<file path="src/rtl/fdc_seek_pkg.sv">
package fdc_seek_pkg;
  localparam logic [7:0] OP_SEEK      = 8'h0F;
  localparam logic [7:0] OP_RSEEK_IN  = 8'hCF;
  localparam logic [7:0] OP_RSEEK_OUT = 8'h8F;
  localparam logic [7:0] OP_SENSE     = 8'h08;

  localparam logic [7:0] ST0_SEEK_END = 8'h20;
  localparam logic [7:0] ST0_INVALID  = 8'h80;

  typedef enum logic [1:0] {SK_IDLE, SK_HDR, SK_CYL, SK_STEP} sk_state_e;
  typedef enum logic [1:0] {MV_ABS, MV_IN, MV_OUT} mv_kind_e;
endpackage

</file>
<file path="src/rtl/fdc_seek_ctrl.sv">
module fdc_seek_ctrl
  import fdc_seek_pkg::*;
#(
  parameter int CYL_W    = 8,
  parameter int STEP_GAP = 2
) (
  input  logic             clk_i,
  input  logic             rst_ni,
  input  logic             cmd_valid_i,
  input  logic [7:0]       cmd_op_i,
  input  logic             param_valid_i,
  input  logic [7:0]       param_i,
  output logic [CYL_W-1:0] pcn_o,
  output logic             step_o,
  output logic             step_dir_o,
  output logic             busy_o,
  output logic             seek_start_o,
  output logic             sense_req_o,
  output logic             seek_done_o,
  output logic [2:0]       unit_o
);
  localparam int GAP_W = (STEP_GAP > 1) ? $clog2(STEP_GAP) : 1;
  localparam logic [CYL_W-1:0] CYL_MAX = '1;

  sk_state_e        state_q;
  mv_kind_e         kind_q;
  logic [2:0]       unit_q;
  logic [CYL_W-1:0] tgt_q, pcn_q, tgt_calc, arg;
  logic [GAP_W-1:0] gap_q;
  logic [CYL_W:0]   sum_w;
  logic             cmd_ok, is_seek, at_tgt, tick;

  assign arg     = param_i[CYL_W-1:0];
  assign cmd_ok  = cmd_valid_i && (state_q != SK_STEP);
  assign is_seek = (cmd_op_i == OP_SEEK) || (cmd_op_i == OP_RSEEK_IN) ||
                   (cmd_op_i == OP_RSEEK_OUT);
  assign seek_start_o = cmd_ok && is_seek;
  assign sense_req_o  = cmd_ok && (cmd_op_i == OP_SENSE);

  assign at_tgt      = (pcn_q == tgt_q);
  assign tick        = (state_q == SK_STEP) && (gap_q == '0);
  assign step_o      = tick && !at_tgt;
  assign step_dir_o  = (tgt_q > pcn_q);
  assign seek_done_o = tick && at_tgt;
  assign busy_o      = (state_q != SK_IDLE);
  assign pcn_o       = pcn_q;
  assign unit_o      = unit_q;

  // saturating target arithmetic
  always_comb begin
    sum_w = {1'b0, pcn_q} + {1'b0, arg};
    unique case (kind_q)
      MV_IN:   tgt_calc = sum_w[CYL_W] ? CYL_MAX : sum_w[CYL_W-1:0];
      MV_OUT:  tgt_calc = (arg > pcn_q) ? '0 : (pcn_q - arg);
      default: tgt_calc = arg;
    endcase
  end

  always_ff @(posedge clk_i or negedge rst_ni) begin
    if (!rst_ni) begin
      state_q <= SK_IDLE;
      kind_q  <= MV_ABS;
      unit_q  <= '0;
      tgt_q   <= '0;
      pcn_q   <= '0;
      gap_q   <= '0;
    end else if (seek_start_o) begin
      state_q <= SK_HDR;
      kind_q  <= (cmd_op_i == OP_RSEEK_IN)  ? MV_IN :
                 (cmd_op_i == OP_RSEEK_OUT) ? MV_OUT : MV_ABS;
    end else if (sense_req_o) begin
      state_q <= SK_IDLE;
    end else begin
      unique case (state_q)
        SK_HDR: if (param_valid_i) begin
          unit_q  <= param_i[2:0];
          state_q <= SK_CYL;
        end
        SK_CYL: if (param_valid_i) begin
          tgt_q   <= tgt_calc;
          gap_q   <= '0;
          state_q <= SK_STEP;
        end
        SK_STEP: begin
          if (gap_q != '0) begin
            gap_q <= gap_q - 1'b1;
          end else if (!at_tgt) begin
            pcn_q <= step_dir_o ? pcn_q + 1'b1 : pcn_q - 1'b1;
            gap_q <= GAP_W'(STEP_GAP - 1);
          end else begin
            state_q <= SK_IDLE;
          end
        end
        default: ;
      endcase
    end
  end

  p_step_moves_r1: assert property (@(posedge clk_i) disable iff (!rst_ni)
    step_o |=> pcn_q != $past(pcn_q));
  p_no_wrap_in_r3: assert property (@(posedge clk_i) disable iff (!rst_ni)
    (step_o && step_dir_o) |-> pcn_q != CYL_MAX);
  p_no_wrap_out_r4: assert property (@(posedge clk_i) disable iff (!rst_ni)
    (step_o && !step_dir_o) |-> pcn_q != '0);
  p_idle_still_r11: assert property (@(posedge clk_i) disable iff (!rst_ni)
    (state_q != SK_STEP) |=> pcn_q == $past(pcn_q));
endmodule

</file>
<file path="src/rtl/fdc_irq_status.sv">
module fdc_irq_status
  import fdc_seek_pkg::*;
#(
  parameter int CYL_W = 8
) (
  input  logic             clk_i,
  input  logic             rst_ni,
  input  logic             seek_start_i,
  input  logic             seek_done_i,
  input  logic             sense_req_i,
  input  logic             res_pop_i,
  input  logic [2:0]       unit_i,
  input  logic [CYL_W-1:0] pcn_i,
  output logic             irq_o,
  output logic             res_valid_o,
  output logic [7:0]       res_byte_o,
  output logic             res_last_o
);
  logic       irq_q;
  logic [7:0] st0_q, cyl_q, b0_q, b1_q;
  logic [1:0] cnt_q;

  assign irq_o       = irq_q;
  assign res_valid_o = (cnt_q != 2'd0);
  assign res_byte_o  = b0_q;
  assign res_last_o  = (cnt_q == 2'd1);

  always_ff @(posedge clk_i or negedge rst_ni) begin
    if (!rst_ni) begin
      irq_q <= 1'b0;
      st0_q <= '0;
      cyl_q <= '0;
      b0_q  <= '0;
      b1_q  <= '0;
      cnt_q <= '0;
    end else if (seek_start_i) begin
      irq_q <= 1'b0;
      cnt_q <= '0;
    end else if (seek_done_i) begin
      irq_q <= 1'b1;
      st0_q <= ST0_SEEK_END | {5'd0, unit_i};
      cyl_q <= 8'(pcn_i);
    end else if (sense_req_i) begin
      if (irq_q) begin
        b0_q  <= st0_q;
        b1_q  <= cyl_q;
        cnt_q <= 2'd2;
        irq_q <= 1'b0;
      end else begin
        b0_q  <= ST0_INVALID;
        cnt_q <= 2'd1;
      end
    end else if (res_pop_i && cnt_q != 2'd0) begin
      cnt_q <= cnt_q - 1'b1;
      b0_q  <= b1_q;
    end
  end

  p_irq_low_params_r2: assert property (@(posedge clk_i) disable iff (!rst_ni)
    seek_start_i |=> !irq_q);
  p_irq_on_done_r2: assert property (@(posedge clk_i) disable iff (!rst_ni)
    seek_done_i |=> irq_q);
  p_sense_drop_r6: assert property (@(posedge clk_i) disable iff (!rst_ni)
    sense_req_i |=> !irq_q && res_valid_o);
  p_idle_byte_r5: assert property (@(posedge clk_i) disable iff (!rst_ni)
    (sense_req_i && !irq_q) |=> res_byte_o == ST0_INVALID && res_last_o);
endmodule

</file>
<file path="src/rtl/fdc_dskchg.sv">
module fdc_dskchg (
  input  logic clk_i,
  input  logic rst_ni,
  input  logic eject_i,
  input  logic step_i,
  input  logic media_i,
  output logic disk_change_o
);
  logic dc_q;
  assign disk_change_o = dc_q;

  // eject wins over a coincident step
  always_ff @(posedge clk_i or negedge rst_ni) begin
    if (!rst_ni)                 dc_q <= 1'b1;
    else if (eject_i)            dc_q <= 1'b1;
    else if (step_i && media_i)  dc_q <= 1'b0;
  end

  p_eject_sets_r7: assert property (@(posedge clk_i) disable iff (!rst_ni)
    eject_i |=> dc_q);
  p_sticky_r8: assert property (@(posedge clk_i) disable iff (!rst_ni)
    (dc_q && !step_i) |=> dc_q);
  p_empty_step_r9: assert property (@(posedge clk_i) disable iff (!rst_ni)
    (dc_q && step_i && !media_i) |=> dc_q);
  p_clear_r9: assert property (@(posedge clk_i) disable iff (!rst_ni)
    (step_i && media_i && !eject_i) |=> !dc_q);
endmodule

</file>
<file path="src/rtl/fdc_seek_unit.sv">
module fdc_seek_unit
  import fdc_seek_pkg::*;
#(
  parameter int CYL_W    = 8,
  parameter int STEP_GAP = 2
) (
  input  logic             clk_i,
  input  logic             rst_ni,
  input  logic             cmd_valid_i,
  input  logic [7:0]       cmd_op_i,
  input  logic             param_valid_i,
  input  logic [7:0]       param_i,
  input  logic             res_pop_i,
  input  logic             media_i,
  input  logic             eject_i,
  output logic [CYL_W-1:0] pcn_o,
  output logic             step_o,
  output logic             step_dir_o,
  output logic             busy_o,
  output logic             irq_o,
  output logic             res_valid_o,
  output logic [7:0]       res_byte_o,
  output logic             res_last_o,
  output logic             disk_change_o
);
  logic       seek_start, sense_req, seek_done, step_w;
  logic [2:0] unit_w;

  assign step_o = step_w;

  fdc_seek_ctrl #(.CYL_W(CYL_W), .STEP_GAP(STEP_GAP)) u_ctrl (
    .clk_i, .rst_ni, .cmd_valid_i, .cmd_op_i, .param_valid_i, .param_i,
    .pcn_o, .step_o(step_w), .step_dir_o, .busy_o,
    .seek_start_o(seek_start), .sense_req_o(sense_req),
    .seek_done_o(seek_done), .unit_o(unit_w)
  );

  fdc_irq_status #(.CYL_W(CYL_W)) u_status (
    .clk_i, .rst_ni, .seek_start_i(seek_start), .seek_done_i(seek_done),
    .sense_req_i(sense_req), .res_pop_i, .unit_i(unit_w), .pcn_i(pcn_o),
    .irq_o, .res_valid_o, .res_byte_o, .res_last_o
  );

  fdc_dskchg u_dskchg (
    .clk_i, .rst_ni, .eject_i, .step_i(step_w), .media_i, .disk_change_o
  );
endmodule

</file>
<file path="config.mk">
export PLATFORM = sky130hd
export DESIGN_NAME = fdc_seek_unit
export DESIGN_NICKNAME = d
export VERILOG_FILES = /design/src/rtl/fdc_seek_pkg.sv /design/src/rtl/fdc_seek_ctrl.sv /design/src/rtl/fdc_irq_status.sv /design/src/rtl/fdc_dskchg.sv /design/src/rtl/fdc_seek_unit.sv
export SDC_FILE = /design/constraint.sdc
export NUM_CORES = 1
export LEC_CHECK = 0
export CAP_MARGIN = 25
export CELL_PAD_IN_SITES_DETAIL_PLACEMENT = 0
export CELL_PAD_IN_SITES_GLOBAL_PLACEMENT = 1
export CORE_AREA = 2 2 126 128
export DETAILED_ROUTE_END_ITERATION = 7
export DIE_AREA = 0 0 128 130
export DONT_BUFFER_PORTS = 1
export HOLD_SLACK_MARGIN = 0.08
export PLACE_DENSITY = 0.41
export SYNTH_ARGS = -nofsm -noshare
export SYNTH_HDL_FRONTEND = slang
export SYNTH_SLANG_ARGS = --single-unit
</file>
<file path="constraint.sdc">
create_clock -name clk_i -period 4.9 [get_ports clk_i]
set_input_delay 0.735 -clock clk_i [delete_from_list [all_inputs] [get_ports clk_i]]
set_output_delay 0.735 -clock clk_i [all_outputs]
set_load 0.02 [all_outputs]
</file>
==> results.yml <==
sta:
  hold_viol: 0
  fin_crit_ps: 3870
  finClkSkew_ps: 3.14
  drv_slew: 0
  tightest_slew_ps: 749
  fin_setup_tns_ps: 0
  max_slew_margin_pct: 49.8
  post-route-period-util_pct: 79.0
  max_freq_mhz: 258
  setup_viol: 0
  rsz0062_at_grt: "no"
final_layout:
  drive_gt1_share_pct: 13.2
  final_cell_mix: "dfrtp_1 (55), inv_1 (37), ha_1 (34)"
  syn2layout_area_growth_pct: 9.13
  final_nets: 437
  nFillCells: 1665
  fin_util_pct: 26.4
  antenna_cells: 0
  final_common_cell: "dfrtp_1"
setup_path:
  worstRegToRegCells: 13
  critical_path_required_ps: 5120
  critPathKind: "flop to flop"
  cp_max_fo: 8
  cp.arrival_ps: 4090
  worstSetupStartpointType: "flop"
  r2r_start: "u_ctrl.pcn_o[1]$_DFFE_PN0P_"
  regToRegSetupSlack_ps: 1030
  r2r_end: "u_ctrl.pcn_o[7]$_DFFE_PN0P_"
  crit_start: "u_ctrl.pcn_o[1]$_DFFE_PN0P_"
  crit_path_end_kind: "flop"
floorplan:
  ioPinCount: 46
  core_sq_um: 15400
  die-area_sq_um: 16600
  start_util_pct: 24.2
  die_x_microns: 128
  rows: 46
  die_h_microns: 130
route:
  vias_per_cell: 4.79
  drc: 0
  routed_wl_mm: 9.83
  via_count: 2731
  routedWlPerCell_microns: 17.2
  ant_nets: 0
  first_iter_violations: 99
  dr.pass1.iters: 4
pwr:
  powerDensity_nw_per_um2: 683
  switching_share_pct: 46.6
  power.leakage_nw: 1.84
  power_frac_comb_pct: 56.1
  ir_worst_vdd_v: 0.000178
  power_frac_seq_pct: 30.6
  clkPwrFrac_pct: 13.3
  p_switching_w: 0.00130
  internal_power_w: 0.00148
grt:
  grt-busiest-layer: "met2"
  overflow: 0
  grt_first_pass_wirelength_mm: 15.8
  grt_usage_pct: 12.2
  grt_pass1_vias: 2858
  antenna_found_initial: 0
  grt_use_met3_pct: 2.83
  grt_util_met2_pct: 20.8
  grt_util_met1_pct: 16.2
  grt_max_degree: 57
synthesis:
  synth_seq_cells: 56
  syn_area_sq_um: 3730
  syn_nets: 440
  syn_inst: 380
  yosysSeqAreaShare_pct: 37.6
  postSynthAreaPerCell_sq_um: 9.81
  async_flop_share_pct: 100
  synth_enable_flop_cells: 0
  ys_warn_count: 0
  ys.flop_type: "dfrtp_1"
  synth_cell_types: 64
placed_design:
  dp_hpwl_mm: 7.67
  portBuffers: 0
  routabilityCongestion: 0.732
clocking:
  clkSlewWorstSetupHoldPaths_ps: 70
  h-tree-depth: 2
  post_cts_buffers: 0
  cts.sinks: 56
  cts_resized: 0
  ctsRootBufferMaster: "clkbuf_16"
  cts_inserted_buffers: 5
  postCtsHoldBufs: 0
  cts_tree: "yes"
  clock_path_buffers: 2
  clkLatencyLatePin_ps: 290
run:
  maxCapViolCount: 0
outcome:
  outcome: "complete, no violations"
min_path:
  min-delay-path-class: "input pin to async pin"
worst max-delay path, cell delays in order, from the launching register on:
cell and delay, ps:
dfrtp_1 670, inv_1 180, ha_1 340, nand4_1 140, nor2_1 180, a21oi_1 90
nor2_1 530, ha_1 360, a21oi_1 200, o211ai_1 150, o41a_1 340, or3_1 310
a21oi_1 190, xnor2_1 130
cell families (layout without fill, tap and decap cells):
logic type / count (synthesis) / count (layout) / synth area share (%)
multiplexers: 25 / 25 / 7.49
flip-flops: 56 / 56 / 37.6
adder cells (fa/ha/maj): 37 / 37 / 13.0
AND/OR/NAND/NOR: 98 / 98 / 13.3
buffers and inverters: 51 / 49 / 5.81
AO/OA/AOI/OAI: 105 / 105 / 20.9
XOR/XNOR: 8 / 8 / 1.88
per-layer routing:
metal | vias to the layer above | wire length, microns
met5 | - | 0
met4 | 0 | 41
met3 | 4 | 384
met2 | 36 | 4550
met1 | 1323 | 4860
li1 | 1368 | -
cells in the mapped netlist (2+ instances only):
| library cell | count | area (sq um) |
|---|---|---|
| a211oi_1 | 3 | 22.5 |
| a21o_1 | 7 | 52.6 |
| a21oi_1 | 26 | 130 |
| a221o_1 | 3 | 30.0 |
| a221oi_1 | 5 | 43.8 |
| a221oi_2 | 2 | 30.0 |
| a22o_1 | 3 | 26.3 |
| a31oi_1 | 2 | 12.5 |
| buf_2 | 7 | 35.0 |
| buf_4 | 2 | 15.0 |
| clkinv_1 | 2 | 7.51 |
| dfrtp_1 | 55 | 1380 |
| fa_1 | 3 | 60.1 |
| ha_1 | 34 | 425 |
| inv_1 | 37 | 139 |
| mux2_2 | 23 | 259 |
| mux2i_1 | 2 | 20.0 |
| nand2_1 | 28 | 105 |
| nand2b_1 | 4 | 25.0 |
| nand3_1 | 7 | 35.0 |
| nand3b_1 | 2 | 15.0 |
| nand4_1 | 5 | 31.3 |
| nor2_1 | 28 | 105 |
| nor2b_1 | 2 | 12.5 |
| nor3_1 | 7 | 35.0 |
| nor4_1 | 2 | 12.5 |
| o211ai_1 | 5 | 37.5 |
| o21a_1 | 2 | 15.0 |
| o21ai_0 | 16 | 80.1 |
| o21bai_1 | 4 | 30.0 |
| o221a_2 | 2 | 22.5 |
| o221ai_1 | 3 | 26.3 |
| o22ai_1 | 3 | 18.8 |
| o31ai_1 | 6 | 45.0 |
| or2_2 | 2 | 12.5 |
| or3_1 | 2 | 12.5 |
| xnor2_1 | 4 | 35.0 |
| xor2_1 | 4 | 35.0 |
cell type report:
class | count | area [sq um] | area share, %
Multi-Input combinational cell | 273 | 2110 | 52.0
Sequential cell | 56 | 1400 | 34.5
Tap cell | 192 | 240 | 5.91
Inverter | 39 | 146 | 3.60
Clock buffer | 6 | 139 | 3.42
Timing Repair Buffer | 2 | 15.0 | 0.369
Clock inverter | 2 | 10.0 | 0.246
power by group through the flow:
stage / Combinational (W) / Sequential [W] / Clock (W)
finish: 0.00156 / 0.000850 / 0.000371
global route: 0.00179 / 0.000881 / 0.000407
CTS: 0.00158 / 0.000861 / 0.000387
detailed placement: 0.00157 / 0.000871 / 0
global placement: 0.00159 / 0.000873 / 0
floorplan: 0.00127 / 0.000804 / 0
per-stage QoR:
step                setup WS [ps]  hold WS (ps)  cell area (sq um)  cells  power, W
finish                       1030           131               4070    570   0.00278
global route                  702           113               4070    570   0.00308
CTS                           990           122               4070    570   0.00283
detailed placement           1010           441               3920    562   0.00244
global placement             1080           442               3920    562   0.00246
floorplan                    1560           439               3730    380   0.00207
how the worst max path moves through the flow:
stage                                             end  slack (ps)  cells past startpoint
after floorplan           u_ctrl.pcn_o[7]$_DFFE_PN0P_        1560                     13
after global placement    u_ctrl.pcn_o[7]$_DFFE_PN0P_        1080                     13
after detailed placement  u_ctrl.pcn_o[7]$_DFFE_PN0P_        1010                     13
after CTS                 u_ctrl.pcn_o[7]$_DFFE_PN0P_         990                     13
after global routing      u_ctrl.pcn_o[7]$_DFFE_PN0P_         700                     13
final                     u_ctrl.pcn_o[7]$_DFFE_PN0P_        1030                     13
sequential cells by signal (all words and copies together), names as in the netlist, 2 cells and up:
signal	cells
u_ctrl.tgt_q	8
u_status.cyl_q	8
u_status.cnt_q	2
u_ctrl.kind_q	2
u_status.st0_q	4
u_ctrl.pcn_o	8
u_ctrl.state_q	2
u_status.b1_q	8
u_status.res_byte_o	8
u_ctrl.unit_o	3
Note: power is estimated with default switching activity, not from simulation.
